`config.mk`:
```
export PLATFORM = sky130hd
export DESIGN_NAME = dma_irq_bank
export DESIGN_NICKNAME = d
export VERILOG_FILES = /design/src/rtl/dma_irq_pkg.sv /design/src/rtl/dma_irq_rst_sync.sv /design/src/rtl/dma_irq_decode.sv /design/src/rtl/dma_irq_kind_slice.sv /design/src/rtl/dma_irq_combine.sv /design/src/rtl/dma_irq_bank.sv
export SDC_FILE = /design/constraint.sdc
export NUM_CORES = 1
export LEC_CHECK = 0
export BUFFER_PORTS_ARGS = -buffer_cell sky130_fd_sc_hd__buf_2
export CORE_MARGIN = 1
export CORE_UTILIZATION = 47
export DETAILED_ROUTE_END_ITERATION = 16
export PLACE_DENSITY = 0.91
export SKIP_LAST_GASP = 1
export SLEW_MARGIN = 5
export SYNTH_ARGS = -nofsm -noshare
export SYNTH_HDL_FRONTEND = slang
export SYNTH_SLANG_ARGS = --single-unit
```
`constraint.sdc`:
```
create_clock -name clk -period 4.5 [get_ports clk]
set_input_delay 0.9 -clock clk [delete_from_list [all_inputs] [get_ports clk]]
set_output_delay 0.9 -clock clk [all_outputs]
set_load 0.01 [all_outputs]
```
`src/rtl/dma_irq_pkg.sv`:
```
package dma_irq_pkg;
  localparam int NKIND   = 5;
  localparam int WE_LSB  = 8;
  localparam int STRIDE  = 8;
  localparam int RAW_BASE  = 'h2C0;
  localparam int STAT_BASE = 'h2E8;
  localparam int MASK_BASE = 'h310;
  localparam int CLR_BASE  = 'h338;

  typedef enum logic [2:0] {
    KIND_XFER  = 3'd0,
    KIND_BLOCK = 3'd1,
    KIND_SRCT  = 3'd2,
    KIND_DSTT  = 3'd3,
    KIND_ERR   = 3'd4
  } irq_kind_e;

  typedef struct packed {
    logic [NKIND-1:0] mask_wr;
    logic [NKIND-1:0] clr_wr;
    logic [NKIND-1:0] mask_rd;
    logic [NKIND-1:0] raw_rd;
    logic [NKIND-1:0] stat_rd;
    logic             mapped;
  } dec_t;
endpackage

```
`src/rtl/dma_irq_rst_sync.sv`:
```
module dma_irq_rst_sync (
  input  logic clk,
  input  logic rst_n,
  output logic rst_sn
);
  logic [1:0] sync_q;

  always_ff @(posedge clk or negedge rst_n) begin
    if (!rst_n) sync_q <= 2'b00;
    else        sync_q <= {sync_q[0], 1'b1};
  end

  assign rst_sn = sync_q[1];
endmodule

```
`src/rtl/dma_irq_decode.sv`:
```
module dma_irq_decode
  import dma_irq_pkg::*;
#(
  parameter int ADDR_W = 12
) (
  input  logic [ADDR_W-1:0] addr,
  input  logic              wr,
  output dec_t              dec
);
  always_comb begin
    dec = '0;
    for (int t = 0; t < NKIND; t++) begin
      if (int'(addr) == MASK_BASE + t*STRIDE) begin
        dec.mask_rd[t] = 1'b1;
        dec.mask_wr[t] = wr;
      end
      if (int'(addr) == CLR_BASE + t*STRIDE) begin
        dec.clr_wr[t] = wr;
        dec.mapped    = 1'b1;
      end
      if (int'(addr) == RAW_BASE + t*STRIDE)  dec.raw_rd[t]  = 1'b1;
      if (int'(addr) == STAT_BASE + t*STRIDE) dec.stat_rd[t] = 1'b1;
    end
    dec.mapped = dec.mapped | (|dec.mask_rd) | (|dec.raw_rd) | (|dec.stat_rd);
  end
endmodule

```
`src/rtl/dma_irq_kind_slice.sv`:
```
module dma_irq_kind_slice
  import dma_irq_pkg::*;
#(
  parameter int NUM_CH = 2,
  parameter int DATA_W = 32
) (
  input  logic              clk,
  input  logic              rst_n,
  input  logic [NUM_CH-1:0] evt,
  input  logic              mask_wr,
  input  logic              clr_wr,
  input  logic [DATA_W-1:0] wdata,
  output logic [NUM_CH-1:0] raw_q,
  output logic [NUM_CH-1:0] mask_q,
  output logic [NUM_CH-1:0] masked
);
  logic [NUM_CH-1:0] raw_d, mask_d, clr_bits;
  logic              raw_en, mask_en;

  assign clr_bits = clr_wr ? wdata[NUM_CH-1:0] : '0;
  assign raw_en   = (|evt) | clr_wr;
  assign mask_en  = mask_wr;

  always_comb begin
    raw_d = (raw_q & ~clr_bits) | evt;
  end

  for (genvar n = 0; n < NUM_CH; n++) begin : g_bit
    always_comb begin
      mask_d[n] = wdata[WE_LSB+n] ? wdata[n] : mask_q[n];
    end
  end

  always_ff @(posedge clk or negedge rst_n) begin
    if (!rst_n)      raw_q <= '0;
    else if (raw_en) raw_q <= raw_d;
  end

  always_ff @(posedge clk or negedge rst_n) begin
    if (!rst_n)       mask_q <= '0;
    else if (mask_en) mask_q <= mask_d;
  end

  assign masked = raw_q & mask_q;


  mask_hold_chk: assert property (@(posedge clk) disable iff (!rst_n)
    !mask_wr |=> $stable(mask_q));


  set_wins_chk: assert property (@(posedge clk) disable iff (!rst_n)
    (|evt) |=> ((raw_q & $past(evt)) == $past(evt)));


  raw_rise_src_chk: assert property (@(posedge clk) disable iff (!rst_n)
    rst_n |=> ((raw_q & ~$past(raw_q) & ~$past(evt)) == '0));
endmodule

```
`src/rtl/dma_irq_combine.sv`:
```
module dma_irq_combine #(
  parameter int W = 10
) (
  input  logic         clk,
  input  logic         rst_n,
  input  logic [W-1:0] masked_all,
  output logic         irq_q
);
  logic irq_d;

  assign irq_d = |masked_all;

  always_ff @(posedge clk or negedge rst_n) begin
    if (!rst_n) irq_q <= 1'b0;
    else        irq_q <= irq_d;
  end


  irq_delay_chk: assert property (@(posedge clk) disable iff (!rst_n)
    rst_n |=> (irq_q == $past(|masked_all)));
endmodule

```
`src/rtl/dma_irq_bank.sv`:
```
module dma_irq_bank
  import dma_irq_pkg::*;
#(
  parameter int NUM_CH = 2,
  parameter int ADDR_W = 12,
  parameter int DATA_W = 32
) (
  input  logic                     clk,
  input  logic                     rst_n,
  input  logic                     bus_wr,
  input  logic [ADDR_W-1:0]        bus_addr,
  input  logic [DATA_W-1:0]        bus_wdata,
  output logic [DATA_W-1:0]        bus_rdata,
  input  logic [NKIND*NUM_CH-1:0]  evt_i,
  output logic [NKIND*NUM_CH-1:0]  stat_o,
  output logic                     irq_o
);
  localparam int TOT = NKIND * NUM_CH;

  if (NUM_CH < 1 || NUM_CH > WE_LSB) begin : g_bad_cfg
    $error("dma_irq_bank: NUM_CH must be 1..8");
  end

  logic rst_sn;
  dec_t dec;
  logic [NUM_CH-1:0] raw_v  [NKIND];
  logic [NUM_CH-1:0] mask_v [NKIND];
  logic [NUM_CH-1:0] msk_v  [NKIND];

  dma_irq_rst_sync u_rst (
    .clk    (clk),
    .rst_n  (rst_n),
    .rst_sn (rst_sn)
  );

  dma_irq_decode #(.ADDR_W(ADDR_W)) u_dec (
    .addr (bus_addr),
    .wr   (bus_wr),
    .dec  (dec)
  );

  for (genvar t = 0; t < NKIND; t++) begin : g_kind
    dma_irq_kind_slice #(.NUM_CH(NUM_CH), .DATA_W(DATA_W)) u_slice (
      .clk     (clk),
      .rst_n   (rst_sn),
      .evt     (evt_i[t*NUM_CH +: NUM_CH]),
      .mask_wr (dec.mask_wr[t]),
      .clr_wr  (dec.clr_wr[t]),
      .wdata   (bus_wdata),
      .raw_q   (raw_v[t]),
      .mask_q  (mask_v[t]),
      .masked  (msk_v[t])
    );
    assign stat_o[t*NUM_CH +: NUM_CH] = msk_v[t];
  end

  dma_irq_combine #(.W(TOT)) u_comb (
    .clk        (clk),
    .rst_n      (rst_sn),
    .masked_all (stat_o),
    .irq_q      (irq_o)
  );

  always_comb begin
    bus_rdata = '0;
    for (int t = 0; t < NKIND; t++) begin
      if (dec.mask_rd[t]) bus_rdata[NUM_CH-1:0] = bus_rdata[NUM_CH-1:0] | mask_v[t];
      if (dec.raw_rd[t])  bus_rdata[NUM_CH-1:0] = bus_rdata[NUM_CH-1:0] | raw_v[t];
      if (dec.stat_rd[t]) bus_rdata[NUM_CH-1:0] = bus_rdata[NUM_CH-1:0] | msk_v[t];
    end
  end


  unmapped_zero_chk: assert property (@(posedge clk) disable iff (!rst_sn)
    !dec.mapped |-> (bus_rdata == '0));


  mask_rd_upper_chk: assert property (@(posedge clk) disable iff (!rst_sn)
    (|dec.mask_rd) |-> ((bus_rdata >> NUM_CH) == '0));


  reset_quiet_chk: assert property (@(posedge clk)
    !rst_sn |-> (stat_o == '0 && !irq_o));
endmodule

```
**Yosys cells after proc, flatten, opt, wreduce, memory -nomap -nowiden**

Index checks and enable logic that the tools add are counted.

- Reductions and logical operators: 16
- Bitwise logic cells: 39
- Multiplexer cells: 45
- Equal/unequal tests: 20

Operators by type and width:

| cell | count |
|---|---|
| $eq A12 B11 Y1 const B | 20 |
| $mux W2 | 20 |
| $or A2 B2 Y2 | 19 |
| $mux W1 | 25 |
| $and A2 B2 Y2 | 10 |
| $reduce_and A2 Y1 | 10 |
| $not A2 Y2 | 5 |
| $reduce_or A10 Y1 | 1 |
| $reduce_or A2 Y1 | 5 |
| $or A1 B1 Y1 | 5 |

- Flip-flop bits (word level): 23
- Logic and storage cells: 137

**Longest topological paths before layout**

Gate-level depths: netlist of the first run.

- Depth after elaboration: 31
- Depth in mapped cells: 7

**Hierarchy**

A second synthesis of the first run with hierarchy kept.

- Cell total of the unflattened synthesis: 183
- Area total of the unflattened synthesis: 1661.6 um2

By module, submodules not included:

| module | area each (um2) | cells each | times used |
|---|---|---|---|
| dma_irq_kind_slice | 172.7 | 14 | 5 |
| dma_irq_bank | 369.1 | 49 | 1 |
| dma_irq_decode | 329.1 | 56 | 1 |
| dma_irq_rst_sync | 53.8 | 3 | 1 |
| dma_irq_combine | 46.3 | 5 | 1 |

**Worst setup path before layout of the first run**

No wires, ideal clock.

- Path type: input-to-output
- Start point: in bus_addr[4]
- End point: out bus_rdata[1]
- Stages: 7
- Setup slack: 1504 ps
- Arrival time: 2096 ps
- Path buffers: 3
- Data required time: 3600 ps
- Cell sequence: clkbuf_1 buf_2 buf_2 mux2i_1 o32ai_1 a311oi_1 o2bb2ai_1

- Cells in the longest elaborated chain, start to end: 31
- Elaborated cells between the ends (all ways): 59
- Those cells by class: 15 x eq/ne; 30 x mux; 14 x bitwise

RTL lines:

| what | RTL line | source |
|---|---|---|
| from (decl) | dma_irq_bank.sv:11 | `input logic [ADDR_W-1:0] bus_addr,` |
| $eq A12 B11 Y1 | dma_irq_decode.sv:13 | `if (int'(addr) == MASK_BASE + t*STRIDE) begin` |
| $mux W1 | dma_irq_decode.sv:13 |  |
| $mux W2 | dma_irq_bank.sv:67 | `if (dec.mask_rd[t]) bus_rdata[NUM_CH-1:0] = bus_rdata[NUM_CH-1:0] \| mask_v[t];` |
| $or A2 B2 Y2 | dma_irq_bank.sv:68 | `if (dec.raw_rd[t]) bus_rdata[NUM_CH-1:0] = bus_rdata[NUM_CH-1:0] \| raw_v[t];` |
| $mux W2 | dma_irq_bank.sv:68 |  |
| $or A2 B2 Y2 | dma_irq_bank.sv:69 | `if (dec.stat_rd[t]) bus_rdata[NUM_CH-1:0] = bus_rdata[NUM_CH-1:0] \| msk_v[t];` |
| $mux W2 | dma_irq_bank.sv:69 |  |
| $or A2 B2 Y2 | dma_irq_bank.sv:67 |  |
| [15 not listed] | - |  |
| $or A2 B2 Y2 | dma_irq_bank.sv:69 |  |
| $mux W2 | dma_irq_bank.sv:69 |  |
| $or A2 B2 Y2 | dma_irq_bank.sv:67 |  |
| $mux W2 | dma_irq_bank.sv:67 |  |
| $or A2 B2 Y2 | dma_irq_bank.sv:68 |  |
| $mux W2 | dma_irq_bank.sv:68 |  |
| $or A2 B2 Y2 | dma_irq_bank.sv:69 |  |
| $mux W2 (*) | dma_irq_bank.sv:69 |  |
| to (decl) | dma_irq_bank.sv:13 | `output logic [DATA_W-1:0] bus_rdata,` |

Mark *: on every way between the ends. The rest lies on a longest branch, timed or not.

**Worst setup path after layout of the first run**

Ends and elaborated chain as after synthesis.

==> results.md, run 1 <==
- By instance count, the leading cell after synthesis is buf_4.
- Routability-driven placement finished with a final weighted congestion of 0.9280.
- The synthesized design contains 0 enable-type register cells.
- The height of the chip is 62.28 um.
- The pre-CTS setup slack is 1162 ps.
- The layout-stage area growth over the synthesis result is 7.912%.
- The post-route worst setup slack is 1129 ps.
- The largest net degree at the start of global routing is 25.
- At the worst endpoint, the required time is 3600 ps.
- TritonCTS built the clock tree.
- The synthesized design contains 23 register bits.
- Summed over all cells, the static leakage comes to 0.9048 nW.
- No sink is reached through more buffers than the 2 on the longest clock path.
- The post-synthesis cell type count is 42.
- In the routed layout, each cell is associated on average with a via count of 5.291.
- The aggregate negative setup slack is 0 ps.
- The count of nets left with antenna violations once routing finished came out at 0.
- After synthesis, the cell types taking the most area are dfrtp_1 (34%), buf_4 (14%), mux2_1 (7.3%).
- The fraction of the mapped netlist area in adder cells is 0%.
- The number of antenna violations at the first check in global routing is 0.
- The count of instances resized after the clock tree is built is 0.
- The later pin in the worst-skew pair is clocked with a latency of 310 ps.
- The final clock skew is 3.012 ps.
- The final wirelength is 3748 um.
- The die boundary width is 62.28 um.
- The total power divided by cell area is 196.1 nW/um^2.
- The overall power is 0.0003613 W.
- Setup repair after global routing left no endpoint under its margin.
- The number of clock buffers added by TritonCTS is 3.
- The worst setup path is of the primary input to output port kind.
- The largest total area in the synthesized netlist belongs to dfrtp_1.
- The delay contributed by the slowest stage of the critical path is 530 ps.
- The worst setup path is launched from a primary input.
- The multi-input combinational cells in the finished layout cover a total of 967.2 sq um.
- Global routing consumed, over all layers together, 19.73% of the routing resources.
- Summing the areas of all compound-gate instances in the mapped netlist gives 8.645% of the synthesized area.
- For this run, the post-layout net count is 273.
- The total count of hold-check failures in the final report came to 0.
- The share of the synthesized area in the top cell type is 33.70%.
- The cell type of the slowest stage on the worst timing path is mux4_1.
- The area of the die is 3879 sq um.
- The synthesized netlist devotes 0% of its cell area to XOR and XNOR gates.
- The initial cell density of the core is 50.00%.
- The clock sink total is 23.
- By count the netlist is led by buf_4 (31), dfrtp_1 (23), nand4_1 (14).
- Summing the sequential cell areas from Yosys gives 33.70% of the chip area.
- The pin slew with the least headroom to its limit is 842.3 ps.
- The total of fill cells in the finished design is 349.
- The class of the worst hold path is primary input to async pin.
- The row count is 21.
- On the critical path the largest part of the delay comes from multiplexers.
- The clock root buffer is clkbuf_4.
- Counting both buffers and inverters, the worst setup path holds a total of 2.
- For this run the aggregate overflow at the end of global routing stands at 0.
- The dominant register cell in the synthesized netlist is dfrtp_1.
- The multiplexer share of the synthesized area is 14.29%.
- The DRC violation count after routing is 0.
- The core footprint is 3416 sq um.
- The clock input transition at the sequential cells of the worst setup and hold paths is 120 ps.
- The total inserted antenna cells is 0.
- In the final layout, flip-flops and latches occupy 575.6 sq um.
- Based on the critical path, the design can be clocked at up to 296.6 MHz.
- In this run the tightest slew margin relative to its limit is 43.85%.
- The max capacitance violation total is 0.
- The H-tree depth is 1.
- The total setup violations reported at the end of the flow is 0.
- The first-pass GRT wire length is 6037 um.
- The final period utilization is 74.91%.
- IR analysis of the VDD net gives a maximum drop of 0.0001848 V.
- The run finished with clean final reports.
- The critical-path maximum fanout is 24.
- STA puts the critical path data arrival time at 2470 ps.
- The signal on the critical path passes through buf_2, mux2_1, mux4_1, o2bb2ai_1, buf_2.
- The HPWL after detailed placement is 2932 um.
- The total I/O pin count is 100.
- The number of hold buffers added after CTS was 0.
- The final core area utilization is 53.96%.
- Yosys printed 0 warnings.
- The type of destination of the critical path is an output port.
- By area, the combinational part of the netlist is dominated by simple AND/OR/NAND/NOR gates.
- The most prevalent standard cell on the critical path is buf_2.
- Port buffering added 41 buffers.
- Summing the areas of all and, or, nand and nor instances in the mapped netlist gives 26.89% of the synthesized area.
- The max-slew violation count is 0.
- The number of setup buffers added after CTS is 0.
- The first detailed-routing pass ran for 4 iterations.
- The final route contains 1381 vias.
- In the final layout, the share of cells above drive strength 1 is 22.33%.
- The mapped netlist covers 1708 sq um.
- The cell count after synthesis is 179.
- The detailed router finished its first iteration with 78 violations.
- The fraction of registers with async set or reset after synthesis is 100.0%.
- The mean post-synth cell area is 9.541 sq um.
- After detailed routing, the average wire length per cell comes to 14.36 um.
- The via count of the first global-routing pass is 1292.
- The worst path needs 3371 ps of the cycle, external delays included.
cells in the final DEF (no fill, tap or decap), types with 4 or more instances in the layout:
cell and instances:
a21o_1 8, and2_1 10, buf_2 41, conb_1 31
dfrtp_1 23, mux2_1 11, mux2i_1 6, nand2_1 11
nand2b_1 7, nand3_1 4, nand4_1 14, o21ai_0 7
worst register-to-register path, cell delays in order, from the launching register on:
cell,delay (ps)
dfrtp_1,440
and2_1,160
or4_1,550
or4b_1,510
final cells by class:
class                      count  share of cell area (%)
inverter                       3                  0.6110
sequential                    23                   31.23
tap                           46                   3.123
timing repair buffer          41                   11.13
multi-input combinational    144                   52.48
clock buffer                   4                   1.426
final timing paths:
path	cells past startpoint	start	end	slack, ps
setup reg to reg	3	g_kind[3].u_slice.raw_q[0]$_DFFE_PN0P_	u_comb.irq_q$_DFF_PN0_	2730
hold / removal	1	rst_n	u_rst.sync_q[1]$_DFF_PN0_	340
min in group clk	0	u_rst.sync_q[0]$_DFF_PN0_	u_rst.sync_q[1]$_DFF_PN0_	390
max in group asynchronous	0	u_rst.sync_q[1]$_DFF_PN0_	u_comb.irq_q$_DFF_PN0_	3630
setup / recovery	5	bus_addr[4]	bus_rdata[1]	1130
hold reg to reg	0	u_rst.sync_q[1]$_DFF_PN0_	g_kind[1].u_slice.raw_q[1]$_DFFE_PN0P_	360
metal layers:
metal | share of wire [%] | GRT usage [%] | wire [um]
met5 | 0 | 0 | 0
met4 | 0.64 | 3.488 | 24
met3 | 8.0 | 4.779 | 300
met2 | 47 | 33.10 | 1761
met1 | 44 | 26.05 | 1661
state kept, by name (all words and copies together) (netlist names):
signal	flops
u_comb.irq_q	1
g_kind.u_slice.mask_q	10
g_kind.u_slice.raw_q	10
u_rst.sync_q	2
metrics by stage:
step / cell area [sq um] / instances / hold WS (ps)
2_1_floorplan: 1817 / 208 / 266.9
3_3_place_gp: 1817 / 257 / 336.8
3_5_place_dp: 1817 / 257 / 349.1
4_1_cts: 1843 / 261 / 335.5
5_1_grt: 1843 / 261 / 326.1
6_report: 1843 / 261 / 343.9
cells by family (layout without fill, tap and decap cells):
family / Yosys count / count (layout)
flip-flops: 23 / 23
multiplexers: 20 / 20
buffers and inverters: 41 / 48
other: 2 / 31
AND/OR/NAND/NOR: 71 / 71
AO/OA/AOI/OAI: 22 / 22
report_power, final:
group,switching (W),total (W),internal (W),leakage (nW)
clock,0.0000611,0.0000957,0.0000346,0.0150
sequential,0.00000395,0.000212,0.000208,0.264
combinational,0.0000354,0.0000538,0.0000184,0.625
total,0.000100,0.000361,0.000261,0.905
Note: power is estimated with default switching activity, not from simulation.
==> run 2: changes to the inputs <==
--- a/config.mk
+++ b/config.mk
@@ -7,9 +7,9 @@
 export LEC_CHECK = 0
 export BUFFER_PORTS_ARGS = -buffer_cell sky130_fd_sc_hd__buf_2
 export CORE_MARGIN = 1
-export CORE_UTILIZATION = 47
+export CORE_UTILIZATION = 40
 export DETAILED_ROUTE_END_ITERATION = 16
-export PLACE_DENSITY = 0.91
+export PLACE_DENSITY = 0.83
 export SKIP_LAST_GASP = 1
 export SLEW_MARGIN = 5
 export SYNTH_ARGS = -nofsm -noshare
==> constraint.sdc (replaced) <==
create_clock -name clk -period 2.9 [get_ports clk]
set_input_delay 0.58 -clock clk [delete_from_list [all_inputs] [get_ports clk]]
set_output_delay 0.58 -clock clk [all_outputs]
set_load 0.01 [all_outputs]
==> run 2 against run 1 <==
Effect of this change:
- count of clock-buffer cells in the layout is the same
- register-to-register slack lost 1600 ps
- final area grew 2.9%
- total power grew 70%
- global-route usage shrank 0.73 points
- core utilization shrank 7.2 points
- critical path depth grew 1
- final cell count grew 3.1%
- sequential power grew 55%
- largest power group unchanged
==> results.md, run 2 (synthesized netlist as in run 1, its figures left out) <==
- Run status: finished clean (unchanged).
- Setup repair after global routing missed its margin: no (unchanged).
- The type of the worst setup path is primary input to output port (unchanged).
- Ordered list of cells on the worst path: buf_2, or3b_1, and4bb_1, nand2_1, o211ai_1, buf_2 (was buf_2, mux2_1, mux4_1, o2bb2ai_1, buf_2).
- The net count reported at finish was 277 (was 273).
- The number of buffers inserted during clock tree synthesis is 3 (unchanged).
- The final weighted congestion in routability-driven placement was 0.9191 (was 0.9280).
- The end point of the critical path is bus_rdata[0] (was bus_rdata[1]).
- The remaining global-route overflow came to 0 (unchanged).
- The arrival time of data at the critical path endpoint was 1960 ps (was 2470 ps).
- The post-detailed-placement cell area is 1852 sq um (was 1817 sq um).
- Registers with the highest flip-flop counts: g_kind.u_slice.mask_q: 10 flops, g_kind.u_slice.raw_q: 10 flops, u_rst.sync_q: 2 flops (unchanged).
- The count of input and output buffers was 41 (unchanged).
- The combined buffer and inverter count along the critical path is 2 (unchanged).
- The final wirelength was 3883 um (was 3748 um).
- The proportion of layout cells with a drive suffix above 1 is 23.74% (was 22.33%).
- The count of instances resized after the clock tree is built is 0 (unchanged).
- The most prevalent standard cell on the critical path is buf_2 (unchanged).
- The first-pass GRT wire length was 6327 um (was 6037 um).
- The height of the chip is 67.35 um (was 62.28 um).
- The relative max-transition margin is 42.28% (was 43.85%).
- The sequential group share of total power is 53.5% (was 58.6%).
- The largest net degree at the start of global routing was 22 (was 25).
- The type of destination of the critical path is an output port (unchanged).
- The pin slew with the least headroom to its limit is 865.7 ps (was 842.3 ps).
- The hold buffer count at CTS is 0 (unchanged).
- The average via count per standard cell came to 5.372 (was 5.291).
- The clock insertion delay at the later pin of the skew report is 270 ps (was 310 ps).
- The leading cell type in the layout, fill and taps excluded is buf_2 (unchanged).
- The post-route cell area was 1897 sq um (was 1843 sq um).
- The worst path uses 87.73% of the clock period.
- The number of buffers added for setup after CTS is 0 (unchanged).
- The worst hold margin came to 76.74 ps (was 343.9 ps).
- The cell type of the slowest stage on the worst timing path is or3b_1 (was mux4_1).
- The final clock skew is 5.016 ps (was 3.012 ps).
- The clock root buffer is clkbuf_8 (was clkbuf_4).
- The total setup violations reported at the end of the flow came to 0 (unchanged).
- The core footprint is 4058 sq um (was 3416 sq um).
- The die boundary width is 67.35 um (was 62.28 um).
- The total power divided by cell area is 323.9 nW/um^2 (was 196.1 nW/um^2).
- The aggregate negative setup slack came to 0 ps (unchanged).
- The number of logic stages on the critical path including buffering is 6 (was 5).
- The max capacitance violation total is 0 (unchanged).
- The share of power burned in combinational logic is 13.8% (was 14.9%).
- The static power due to leakage is 0.9335 nW (was 0.9048 nW).
- The via total after detailed routing is 1445 (was 1381).
- The via count of the first global-routing pass is 1381 (was 1292).
- The DRC violation count after routing came to 0 (unchanged).
- The total count of hold-check failures in the final report is 0 (unchanged).
- The global-route usage over all layers is 19.00% (was 19.73%).
- The total inserted antenna cells is 0 (unchanged).
- The class of the worst hold path is primary input to async pin (unchanged).
- The clock tree buffer depth came to 2 (unchanged).
- The detailed-routing iteration count for the pre-antenna-repair pass is 4 (unchanged).
- The routed wire length per instance is 14.43 um (was 14.36 um).
- The switching share of power is 26.61% (was 27.81%).
- The first-iteration detailed-routing DRC count is 183 (was 78).
- The max-slew violation count came to 0 (unchanged).
- The switching power total is 0.0001635 W (was 0.0001005 W).
- The required time of the worst setup path is 2320 ps (was 3600 ps).
- The overall power is 0.0006144 W (was 0.0003613 W).
- The clock period could shrink to 2544 ps.
- The number of antenna violations at the first check in global routing came to 0 (unchanged).
- The clock sink total is 23 (unchanged).
- The area of the die was 4535 sq um (was 3879 sq um).
- The critical-path maximum fanout is 4 (was 24).
- The number of cells on the worst reg-to-reg path is 3 (unchanged).
- The critical path launch point is bus_addr[11] (was bus_addr[4]).
- The terminus of the critical flop-to-flop path is u_comb.irq_q$_DFF_PN0_ (unchanged).
- The count of antenna-violating nets left after detailed routing was 0 (unchanged).
- The worst IR drop on VDD is 0.0001794 V (was 0.0001848 V).
- For this run, the top clock speed supported by timing is 393.0 MHz.
- The total I/O pin count is 100 (unchanged).
- The launching element type of the critical path was a primary input (unchanged).
- The initial cell density of the core is 42.09% (was 50.00%).
- The gate family responsible for the most delay along the worst path was simple AND/OR/NAND/NOR gates (was multiplexers).
- The internal portion of total power was 0.0004509 W (was 0.0002608 W).
- The H-tree depth is 1 (unchanged).
- The register-to-register setup slack is 1110 ps (was 2730 ps).
- The layout-stage area growth over the synthesis result is 11.06% (was 7.912%).
- Most frequent cells in the layout: buf_2 (41), conb_1 (31), dfrtp_1 (23), nand4_1 (14) (unchanged).
- The relative contribution of the clock network to total power came to 32.7% (was 26.5%).
- The half-perimeter wire length after placement was 3107 um (was 2932 um).
- The total of fill cells in the finished design was 400 (was 349).
- The critical register-to-register path startpoint was g_kind[3].u_slice.mask_q[0]$_DFFE_PN0P_ (was g_kind[3].u_slice.raw_q[0]$_DFFE_PN0P_).
- The row count is 23 (was 21).
- The delay contributed by the slowest stage of the critical path is 430 ps (was 530 ps).
- The clock input transition at the sequential cells of the worst setup and hold paths came to 80 ps (was 120 ps).
- The clock tree from TritonCTS was built (unchanged).
-- run 2: per-layer routing --
metal	part of all wire (%)	wire, um	track usage (%)
met5	0	0	0
met3	8.7	338	4.223
met4	1.7	65	6.117
met2	48	1875	31.37
met1	41	1604	24.43
-- run 2: worst min path at each step --
| stage | slack [ps] | depth (start not counted) | startpoint | to |
|---|---|---|---|---|
| finish | 80 | 1 | rst_n | u_rst.sync_q[0]$_DFF_PN0_ |
| floorplan | 270 | 0 | u_rst.sync_q[1]$_DFF_PN0_ | g_kind[0].u_slice.mask_q[0]$_DFFE_PN0P_ |
| CTS | 70 | 1 | rst_n | u_rst.sync_q[0]$_DFF_PN0_ |
| global placement | 340 | 0 | u_rst.sync_q[0]$_DFF_PN0_ | u_rst.sync_q[1]$_DFF_PN0_ |
| detailed placement | 350 | 0 | u_rst.sync_q[0]$_DFF_PN0_ | u_rst.sync_q[1]$_DFF_PN0_ |
| global route | 60 | 1 | rst_n | u_rst.sync_q[0]$_DFF_PN0_ |
-- run 2: layout make-up --
class                           count  area, sq um  share of cell area [%]
Tap cell                           50        62.56                   3.298
Timing Repair Buffer               45        235.2                   12.40
Clock buffer                        4        45.04                   2.375
Inverter                            3        11.26                  0.5937
Sequential cell                    23        575.6                   30.34
Multi-Input combinational cell    144        967.2                   50.99
-- run 2: metrics by stage --
stage / utilization (%) / cells / setup WS (ps)
final: 46.75 / 269 / 355.8
after global routing: 46.75 / 269 / 295.3
after CTS: 46.75 / 269 / 358.8
after detailed placement: 45.64 / 265 / 360.8
after global placement: 45.64 / 265 / 381.2
after floorplan: - / 208 / 544.4
-- run 2: power by group through the flow --
stage | Sequential, W | Clock [W] | Combinational (W)
after floorplan | 0.000334 | 0 | 0.0000806
after detailed placement | 0.000335 | 0 | 0.0000835
after global routing | 0.000330 | 0.000222 | 0.0000958
after CTS | 0.000329 | 0.000209 | 0.0000836
final | 0.000329 | 0.000201 | 0.0000851
after global placement | 0.000335 | 0 | 0.0000822
-- run 2: worst reg2reg max path: stages, from the launching register on --
cell and delay, ps:
dfrtp_1 420, and2_1 180, or4_1 550, or4b_1 520
